<file path="src/rtl/instr_cycle_seq.sv">
module instr_cycle_seq #(
  parameter int TICKS     = 3,
  parameter int STRETCH_W = 3,
  parameter logic [7:0] CLKCTL_RST = 8'h01
) (
  input  logic       clk,
  input  logic       rst_n,
  input  logic       start,
  input  logic [7:0] opcode,
  input  logic       clkctl_we,
  input  logic [7:0] clkctl_wdata,
  output logic       busy,
  output logic       done,
  output logic       periph_tick,
  output logic [7:0] clkctl_q
);
  localparam int MC_CLKS = TICKS + 1;
  localparam int PH_W    = $clog2(MC_CLKS);
  localparam int MAX_MC  = 2 + (1 << STRETCH_W);
  localparam int CNT_W   = $clog2(MAX_MC + 6);

  logic [PH_W-1:0]  phase;
  logic [CNT_W-1:0] mc_left, total;
  logic [2:0]       base;
  logic             ext;

  always_comb begin
    ext = 1'b0;
    casez (opcode)
      8'b????_0001:                                   base = 3'd3;
      8'h84, 8'hA4:                                   base = 3'd5;
      8'h02, 8'h12, 8'h22, 8'h32, 8'h10, 8'h20, 8'h30,
      8'hD5, 8'b1011_01??, 8'b1011_1???:              base = 3'd4;
      8'h40, 8'h50, 8'h60, 8'h70, 8'h80, 8'h90,
      8'h43, 8'h53, 8'h63, 8'h73, 8'h83, 8'h93, 8'hA3,
      8'h75, 8'h85, 8'b1101_1???:                     base = 3'd3;
      8'h00, 8'h03, 8'h13, 8'h23, 8'h33, 8'h04, 8'h14,
      8'hC4, 8'hD4, 8'hE4, 8'hF4, 8'hB3, 8'hC3, 8'hD3, 8'hA5,
      8'b00??_011?, 8'b00??_1???, 8'b010?_011?, 8'b010?_1???,
      8'b0110_011?, 8'b0110_1???, 8'b1001_011?, 8'b1001_1???,
      8'b11??_011?, 8'b1100_1???, 8'b111?_1???:       base = 3'd1;
      8'hE0, 8'hE2, 8'hE3, 8'hF0, 8'hF2, 8'hF3: begin base = 3'd2; ext = 1'b1; end
      default:                                        base = 3'd2;
    endcase
  end

  assign total = CNT_W'(base) +
                 (ext ? CNT_W'(clkctl_q[STRETCH_W-1:0]) : CNT_W'(0));

  wire last_ph = (phase == PH_W'(MC_CLKS - 1));

  always_ff @(posedge clk) begin
    if (!rst_n) begin
      busy     <= 1'b0;
      mc_left  <= '0;
      phase    <= '0;
      clkctl_q <= CLKCTL_RST;
    end else begin
      if (clkctl_we) clkctl_q <= clkctl_wdata;
      if (!busy) begin
        if (start) begin
          busy    <= 1'b1;
          mc_left <= total;
          phase   <= '0;
        end
      end else if (last_ph) begin
        phase <= '0;
        if (mc_left == CNT_W'(1)) busy <= 1'b0;
        else mc_left <= mc_left - CNT_W'(1);
      end else begin
        phase <= phase + PH_W'(1);
      end
    end
  end

  assign done        = busy & last_ph & (mc_left == CNT_W'(1));
  assign periph_tick = busy & (phase < PH_W'(TICKS));


  busy_rise_chk: assert property (@(posedge clk) disable iff (!rst_n)
    $rose(busy) |-> $past(start));

  busy_hold_chk: assert property (@(posedge clk) disable iff (!rst_n)
    (busy && !done) |=> busy);

  done_end_chk: assert property (@(posedge clk) disable iff (!rst_n)
    done |=> !busy);

  tick_idle_chk: assert property (@(posedge clk) disable iff (!rst_n)
    periph_tick |-> busy);

  clkctl_keep_chk: assert property (@(posedge clk) disable iff (!rst_n)
    !clkctl_we |=> $stable(clkctl_q));
endmodule

</file>
<file path="config.mk">
export PLATFORM = sky130hd
export DESIGN_NAME = instr_cycle_seq
export DESIGN_NICKNAME = d
export VERILOG_FILES = /design/src/rtl/instr_cycle_seq.sv
export SDC_FILE = /design/constraint.sdc
export NUM_CORES = 1
export LEC_CHECK = 0
export ABC_AREA = 1
export CORE_ASPECT_RATIO = 1.2
export CORE_MARGIN = 2
export CORE_UTILIZATION = 51
export CTS_CLUSTER_DIAMETER = 30
export DETAILED_ROUTE_END_ITERATION = 10
export GPL_TIMING_DRIVEN = 0
export PLACE_DENSITY = 0.84
export SETUP_SLACK_MARGIN = 0.05
export SLEW_MARGIN = 20
export SYNTH_ARGS = -nofsm -noshare
export SYNTH_HDL_FRONTEND = slang
export SYNTH_SLANG_ARGS = --single-unit
</file>
<file path="constraint.sdc">
create_clock -name clk -period 5.6 [get_ports clk]
set_input_delay 1.68 -clock clk [delete_from_list [all_inputs] [get_ports clk]]
set_output_delay 1.68 -clock clk [all_outputs]
set_load 0.1 [all_outputs]
</file>
Yosys cells after proc, flatten, opt, wreduce, memory -nomap -nowiden
Index checks and enable logic that the tools add are counted.

cells by class
  $add $sub $neg = 3
  order comparisons = 1
  eq/ne operators = 64
  mux-type cells = 14
  bitwise operators = 3
  reductions and logical operators = 8

operators with widths
  cell                  count
  $eq A8 B8 Y1 const B  23
  $eq A8 B7 Y1 const B  9
  $eq A8 B6 Y1 const B  6
  $eq A8 B5 Y1 const B  4
  $reduce_or A26 Y1     1
  $eq A5 B5 Y1 const B  5
  $reduce_or A17 Y1     1
  $eq A8 B2 Y1 const B  2
  $mux W4               4
  $pmux W3 S4           1
  $reduce_or A10 Y1     1
  $eq A4 B1 Y1 const B  2
  $eq A8 B3 Y1 const B  1
  $logic_not A8 Y1      1
  $eq A7 B6 Y1 const B  1
  $eq A7 B7 Y1 const B  1
  $eq A6 B5 Y1 const B  1
  $eq A6 B6 Y1 const B  1
  $mux W2               3
  $reduce_or A6 Y1      1
  $eq A5 B2 Y1 const B  1
  $eq A5 B4 Y1 const B  1
  $mux W1               5
  $add A3 B3 Y4         1
  other kinds (14)      16

word-level totals
  register bits after elaboration = 15
  bits of input ports = 20
  logic and storage cells = 97

Logic depth before layout (Yosys ltp)
Gate-level depths: netlist (run 1).

  word-level depth = 7
  gate-level depth with buffers = 17
  gate-level depth less buffers = 16

Worst setup path after synthesis (run 1)
OpenSTA, ideal clock, no wires.

  kind = reg2out
  start = reg busy
  end = out done
  arrival = 2.705 ns
  slack = 1.215 ns
  stages on the path, launching flop included = 5
  path through = dfxtp_1 nand2_1 nor3_1 inv_1 nor2_1

between the ends
  cells in the longest elaborated chain, start to end = 2

RTL lines
  what                        RTL line  RTL
  start, declared             12        output logic busy,
  start signal, assigned      54        busy <= 1'b0;
  start signal, assigned      62        busy <= 1'b1;
  start signal, assigned      68        if (mc_left == CNT_W'(1)) busy <= 1'b0;
  $and A1 B1 Y1 (2 in a row)  76        assign done = busy & last_ph & (mc_left == CNT_W'(1));
  end, declared               13        output logic done,

Every way passes these cells.

Worst setup path in the final report (run 1)
  start = reg mc_left[1]
  end = out done

between the ends
  cells in the longest elaborated chain, start to end = 2

RTL lines
  what                    RTL line  RTL
  start, declared         23        logic [CNT_W-1:0] mc_left, total;
  start signal, assigned  63        mc_left <= total;
  start signal, assigned  69        else mc_left <= mc_left - CNT_W'(1);
  $eq A4 B1 Y1            76
  $and A1 B1 Y1           76

Every way passes these cells.

==> Implementation_results.wiki, run 1 <==
{| class="wikitable"
! Metric !! Value
|-
| Run status || completed
|-
| Endpoint arrival time on the critical path || 2.50 ns
|-
| Crit-path max FO || 4
|-
| Hold-fix buffers at CTS || 0
|-
| Detailed Routing Iterations Pass 1 || 5
|-
| Number of vias per cell after detailed routing || 5.21
|-
| Clock-pin slew on the worst setup and hold paths || 0.09 ns
|-
| Max_slew headroom || 0.344
|-
| Placed standard-cell area || 0.00147 mm^2
|-
| Fin nets || 249
|-
| Global router's overall resource usage || 0.235
|-
| Detailed Route WL || 2780 um
|-
| Final instance count without filler cells || 251
|-
| Power density over the cells || 201 mW/mm^2
|-
| Initial antenna violation count || 0
|-
| Buffers on Ports || 29
|-
| Capturing point of the worst reg2reg path || mc_left[1]
|-
| Clock root cell || clkbuf_4
|-
| Capturing instance or port of the critical path || done
|-
| Met3 WL || 89 um
|-
| Area added between synthesis and finish || 31.0%
|-
| Reg power frac || 0.403
|-
| Number of top-level pins || 31
|-
| Count of endpoints failing hold in the final timing report || 0
|-
| Placer Congestion || 0.892
|-
| Endpoint type of the worst setup path || output pin
|-
| Max VDD drop || 0.000149 V
|-
| Register-to-register path setup slack || 3.99 ns
|-
| Chip width || 47.3 um
|-
| Type of the worst setup path || reg -> out
|-
| Switching portion of total power || 0.398
|-
| Layout cells sized above 1 || 0.0679
|-
| DP Wirelength || 2340 um
|-
| Synth warnings || 0
|-
| Iteration-0 DRC count of the detailed router || 18
|-
| Average wire per cell in the routed design || 11.1 um
|-
| Number of placed cells counting well taps || 247
|-
| Aggregate global routing overflow || 0
|-
| Wire length of the first global-routing pass || 4680 um
|-
| Static Leakage || 0.709 nW
|-
| Combinational family with the most area after synthesis || simple AND/OR/NAND/NOR gates
|-
| Setup repair after global routing missed its margin || no
|-
| Data required time at the worst endpoint || 3.92 ns
|-
| Num CTS Buffers || 3
|-
| Cell type with the largest total area after synthesis || dfxtp_1
|-
| Leading cell types by total area after synthesis || dfxtp_1 26%, nand2_1 13%, nor2_1 10%
|-
| Finished layout cell area || 0.00150 mm^2
|-
| Top layer used by detailed routing || met4
|-
| Met2 wire len || 1430 um
|-
| Instance count of the mapped netlist || 188
|-
| Worst reg2reg path startpoint || clkctl_q[0]
|-
| Number of global-route vias before repair || 1215
|-
| Fraction of power consumed by the clock network || 0.200
|-
| Simple-gate area share of the yosys netlist || 0.348
|-
| Crit. Startpoint || mc_left[1]
|-
| Xor and xnor fraction of the mapped netlist area || 0.0153
|-
| Cell with the most instances after synthesis || nand2_1
|-
| Total power after layout || 302 uW
|-
| Multiplexer share of the synthesized area || 0
|-
| Count of cell types in the netlist || 27
|-
| Type of origin of the critical path || flop
|-
| Clock tree sinks || 15
|-
| Std cell rows || 18
|-
| Routed via count || 1308
|-
| Total inserted antenna cells || 0
|-
| Total standard cell area after synthesis || 0.00114 mm^2
|-
| Dominant synthesized flop cell || dfxtp_1
|-
| Clock Latency Late Sink || 0.28 ns
|-
| Met1 Wirelength || 1170 um
|-
| Top achievable clock speed || 239 MHz
|-
| Synthesized net count || 215
|-
| Syn Area/Cell || 6.09 um^2
|-
| Proportion of synthesized chip area in sequential cells || 0.262
|-
| Final ANT Viol Nets || 0
|-
| Final setup skew || 0.00931 ns
|-
| Die height || 55.9 um
|-
| Worst-Margin Slew || 0.981 ns
|-
| Resized cells post-CTS || 0
|-
| Type of the tightest min-delay check || reg -> reg
|-
| FFs w/ async S/R, synth || 0
|-
| Buffers inserted by post-CTS timing repair || 0
|-
| Switching Power || 120 uW
|-
| Synthesized-area fraction occupied by ao, oa, aoi and oai cells || 0.183
|-
| Maximum buffer depth of the clock tree || 2
|-
| H-tree level count || 1
|-
| DIE AREA || 0.00264 mm^2
|-
| Floorplan core area || 0.00209 mm^2
|-
| EDFF count, synth || 0
|-
| Maximum capacitance violations || 0
|-
| Minimum clock period after layout || 4.18 ns
|-
| TritonCTS clock tree || done
|-
| Part of the cycle the worst path needs || 0.747
|-
| Max-slew violation total from the final report || 0
|-
| Arithmetic-cell share of the synthesized area counting full adders, half adders and majority gates || 0.0831
|-
| Synthesized flop and latch total || 15
|-
| Top cell type's share of synthesized area || 0.262
|-
| Number of setup violations in the final report || 0
|-
| Setup Total Neg Slack || 0 ns
|-
| Largest net degree at the start of global routing || 11
|-
| Initial core utilization || 0.547
|-
| Gate power share || 0.397
|-
| Cell depth of the worst flop-to-flop path || 8
|-
| Most used standard cells in the synthesized netlist || 40 x nand2_1, 32 x nor2_1, 23 x inv_1
|-
| Cell internal pwr || 181 uW
|-
| DRC errors left || 0
|}
## per-stage QoR
stage          hold slack, ns  setup WS [ns]  utilization
6_report                0.468           1.42        0.716
5_1_grt                 0.493           1.27        0.716
4_1_cts                 0.474           1.40        0.716
3_5_place_dp            0.457           1.34        0.703
3_3_place_gp            0.448           1.38        0.703
2_1_floorplan           0.432           1.21            -
## power by group through the flow
| stage | registers [mW] | logic [mW] | clock network (mW) |
|---|---|---|---|
| 6_report | 0.121 | 0.120 | 0.0604 |
| 5_1_grt | 0.123 | 0.131 | 0.0698 |
| 3_3_place_gp | 0.124 | 0.117 | 0 |
| 3_5_place_dp | 0.124 | 0.120 | 0 |
| 4_1_cts | 0.122 | 0.120 | 0.0620 |
| 2_1_floorplan | 0.155 | 0.0503 | 0 |
## how the worst min path moves through the flow
stage	cells past startpoint	from	slack, ns	to
after floorplan	1	phase[0]	0.43	phase[0]
after global placement	1	phase[0]	0.45	phase[0]
after detailed placement	1	phase[0]	0.46	phase[0]
after CTS	1	phase[0]	0.47	phase[0]
after global routing	1	phase[0]	0.49	phase[0]
final	1	phase[0]	0.47	phase[0]
## area by class of cell
class | count | area [um^2]
multi-input combinational | 142 | 719
buffer | 2 | 15.0
fill | 192 | 594
sequential | 15 | 300
clock buffer | 3 | 22.5
clock inverter | 1 | 5.00
timing repair buffer | 29 | 290
tap | 30 | 37.5
inverter | 29 | 110
## per-layer routing
layer	vias to the layer above	track usage
met5	-	0
met4	0	0.0913
met3	8	0.0487
met2	37	0.417
met1	582	0.253
li1	681	-
## placed cells by master (no fill, tap or decap), types with 2 or more instances in the layout
cell type / synthesis / layout
o21ai_1: 2 / 2
a21oi_1: 14 / 14
xor2_1: 2 / 2
nor2_1: 32 / 32
nor3_1: 2 / 2
dfxtp_1: 15 / 15
nand3_1: 8 / 8
o21ai_0: 20 / 20
nand4_1: 5 / 5
clkbuf_4: 0 / 3
clkdlybuf4s50_1: 0 / 29
nand2_1: 40 / 40
ha_1: 6 / 6
clkinv_2: 1 / 2
inv_2: 4 / 4
inv_1: 23 / 23
nor2_2: 2 / 2
## state kept, by name, summed over array words and instances (netlist names)
register,count
phase,2
clkctl_q,8
busy,1
mc_left,4
## worst max-delay path: stages, from the launching register on
cell	delay (ns)
dfxtp_1	0.30
inv_1	0.10
ha_1	0.17
nand2_1	0.05
nor3_1	0.27
inv_1	0.10
nor2_1	0.09
clkdlybuf4s50_1	1.13
## cell families (layout without fill, tap and decap cells)
kind of cell	Yosys count	count (layout)
and+or+nand+nor	93	93
AOI/OAI and AO/OA	40	40
buffers and inverters	31	64
DFF	15	15
adders and majority gates	7	7
xor gates and xnor gates	2	2
(Power assumes the default switching activity.)
==> inputs of run 2 (changes only) <==
CORE_UTILIZATION = 48   (was 51)
PLACE_DENSITY = 0.8   (was 0.84)
clock period = 3.95 ns   (was 5.6 ns; I/O delays follow)
==> run 2 against run 1 <==
Compared with the run above: hold slack got worse by 0.0027 ns; design area about the same; critical endpoint unchanged; highest routed layer unchanged; via count decreased by 0.76%.
==> Implementation_results.wiki, run 2 (synthesis gave the netlist of run 1 again) <==
{| class="wikitable"
! Metric !! Value
|-
| Run status || completed
|-
| Clock-pin slew on the worst setup and hold paths || 0.08 ns (about the same)
|-
| Num CTS Buffers || 3 (unchanged)
|-
| Max VDD drop || 0.000168 V (+13%)
|-
| DRC errors left || 0 (unchanged)
|-
| Iteration-0 DRC count of the detailed router || 24 (+6)
|-
| Switching portion of total power || 0.404 (+0.00564)
|-
| Capturing point of the worst reg2reg path || mc_left[1]
|-
| Most common library cell in the layout ignoring fill and taps || nand2_1
|-
| Fin nets || 249 (unchanged)
|-
| Endpoint type of the worst setup path || output pin
|-
| Total inserted antenna cells || 0 (unchanged)
|-
| Chip width || 48.6 um (+2.8%)
|-
| TritonCTS clock tree || done
|-
| Crit-path max FO || 4 (unchanged)
|-
| Clock root cell || clkbuf_4
|-
| Reg power frac || 0.399 (-0.004)
|-
| Setup Total Neg Slack || 0 ns (unchanged)
|-
| Type of the tightest min-delay check || reg -> reg
|-
| Largest net degree at the start of global routing || 11 (unchanged)
|-
| Cell depth of the worst flop-to-flop path || 8 (unchanged)
|-
| Max_slew headroom || 0.346 (+0.00257)
|-
| Buffering stage count on the worst path with inverters included || 3 (unchanged)
|-
| Total power after layout || 431 uW (+43%)
|-
| DIE AREA || 0.00279 mm^2 (+5.8%)
|-
| Routed via count || 1298 (-0.76%)
|-
| Most flop-heavy register || clkctl_q
|-
| Final ANT Viol Nets || 0 (unchanged)
|-
| Worst reg2reg path startpoint || clkctl_q[0]
|-
| Std cell rows || 19 (+1)
|-
| Buffers on Ports || 29 (unchanged)
|-
| Type of origin of the critical path || flop
|-
| Cell type with the highest occurrence count on the critical path || inv_1
|-
| Floorplan core area || 0.00228 mm^2 (+9.0%)
|-
| Hold-fix buffers at CTS || 0 (unchanged)
|-
| Register-to-register path setup slack || 2.35 ns (-1.64 ns)
|-
| Type of the worst setup path || reg -> out
|-
| Count of endpoints failing hold in the final timing report || 0 (unchanged)
|-
| Fraction of power consumed by the clock network || 0.208 (+0.008)
|-
| Crit-path cells || inv_1 -> ha_1 -> nand2_1 -> nor3_1 -> inv_1 -> nor2_1 -> clkdlybuf4s50_1
|-
| Number of placed cells counting well taps || 248 (+0.40%)
|-
| Switching Power || 174 uW (+45%)
|-
| Placer Congestion || 0.919 (+3.0%)
|-
| Maximum capacitance violations || 0 (unchanged)
|-
| Global router's overall resource usage || 0.223 (-0.0125)
|-
| Number of vias per cell after detailed routing || 5.15 (-1.2%)
|-
| Number of global-route vias before repair || 1266 (+4.2%)
|-
| Number of top-level pins || 31 (unchanged)
|-
| Max-slew violation total from the final report || 0 (unchanged)
|-
| Aggregate global routing overflow || 0 (unchanged)
|-
| Commonest cells after routing, fill and taps aside || 40 x nand2_1, 32 x nor2_1, 29 x clkdlybuf4s50_1
|-
| Finished Core Util || 0.658 (-0.0584)
|-
| Met1 Wirelength || 1140 um (-3.1%)
|-
| Buffers inserted by post-CTS timing repair || 0 (unchanged)
|-
| Top achievable clock speed || 274 MHz
|-
| Layout cells sized above 1 || 0.0679 (unchanged)
|-
| Endpoint arrival time on the critical path || 2.47 ns (-0.03 ns)
|-
| Number of setup violations in the final report || 0 (unchanged)
|-
| Minimum clock period after layout || 3.65 ns
|-
| H-tree level count || 1 (unchanged)
|-
| Resized cells post-CTS || 0 (unchanged)
|-
| Setup repair after global routing missed its margin || no
|-
| Initial antenna violation count || 0 (unchanged)
|-
| Cell internal pwr || 257 uW (+42%)
|-
| Gate power share || 0.393 (-0.004)
|-
| Clock Latency Late Sink || 0.29 ns (about the same)
|-
| Met3 WL || 80 um (-10%)
|-
| Part of the cycle the worst path needs || 0.925
|-
| Maximum buffer depth of the clock tree || 2 (unchanged)
|-
| Detailed Route WL || 2830 um (+1.9%)
|-
| Initial core utilization || 0.502 (-0.0450)
|-
| Final instance count without filler cells || 252 (+0.40%)
|-
| Top layer used by detailed routing || met4
|-
| Average wire per cell in the routed design || 11.2 um (+1.5%)
|-
| Worst path max stage delay || 1.13 ns (about the same)
|-
| DP Wirelength || 2380 um (+2.0%)
|-
| Clock tree sinks || 15 (unchanged)
|-
| Start point of the worst min-delay path || phase[1]
|-
| Largest registers || clkctl_q x8, mc_left x4, phase x2
|-
| Crit path max-delay family || buffers and inverters
|-
| Detailed Routing Iterations Pass 1 || 5 (unchanged)
|-
| Met2 wire len || 1500 um (+4.6%)
|-
| Worst-Margin Slew || 0.977 ns (-0.00385 ns)
|-
| Final setup skew || 0.0150 ns (+0.00572 ns)
|-
| Power density over the cells || 287 mW/mm^2 (+43%)
|-
| Number of inserted filler cells in the final layout || 206 (+7.3%)
|-
| Static Leakage || 0.709 nW (unchanged)
|-
| Die height || 57.5 um (+2.9%)
|-
| Area added between synthesis and finish || 31.1% (about the same)
|-
| Max FFs per register || 8 (unchanged)
|-
| Worst Hold End || phase[1]
|-
| Cell with the largest stage delay on the worst path || clkdlybuf4s50_1
|-
| Hold-critical path depth || 2 (+1)
|-
| Wire length of the first global-routing pass || 4970 um (+6.3%)
|-
| Data required time at the worst endpoint || 2.76 ns (-1.16 ns)
|}
## run 2: power groups by stage
stage               logic [mW]  clock network (mW)  registers, mW
floorplan               0.0713                   0          0.220
finish                   0.169              0.0897          0.172
global route             0.186              0.0987          0.174
global placement         0.166                   0          0.175
CTS                      0.170              0.0914          0.172
detailed placement       0.169                   0          0.176
## run 2: worst max path at each step
stage,from,endpoint,cells past startpoint
2_1_floorplan,busy,done,4
3_3_place_gp,opcode[7],mc_left[1],14
3_5_place_dp,opcode[7],mc_left[1],14
4_1_cts,mc_left[1],done,7
5_1_grt,mc_left[1],done,7
6_report,mc_left[1],done,7
## run 2: stage by stage
step / worst slack, ns / cell area (um^2) / hold slack [ns]
floorplan: 0.0597 / 1140 / 0.432
global placement: 0.207 / 1470 / 0.449
detailed placement: 0.178 / 1470 / 0.459
CTS: 0.279 / 1500 / 0.472
global route: 0.160 / 1500 / 0.496
finish: 0.297 / 1500 / 0.465
## run 2: routing by layer
layer / global-route usage / up-vias
met3: 0.0314 / 12
met4: 0.147 / 0
met1: 0.234 / 577
met2: 0.415 / 31
li1: - / 678
met5: 0 / -
## run 2: final cells by class
type | instances | area (um^2) | area share
clock inverter | 1 | 5.00 | 0.00333
clock buffer | 3 | 22.5 | 0.0150
tap | 31 | 38.8 | 0.0258
buffer | 2 | 15.0 | 0.0100
timing repair buffer | 29 | 290 | 0.193
multi-input combinational | 142 | 719 | 0.479
inverter | 29 | 110 | 0.0733
sequential | 15 | 300 | 0.200
## run 2: worst reg2reg max path: stages, from the launching register on
cell and delay, ns:
dfxtp_1 0.34, inv_1 0.05, nor2_1 0.12, ha_1 0.20
fa_1 0.41, nand2_1 0.07, o21ai_0 0.07, o21ai_0 0.16
a21oi_1 0.06
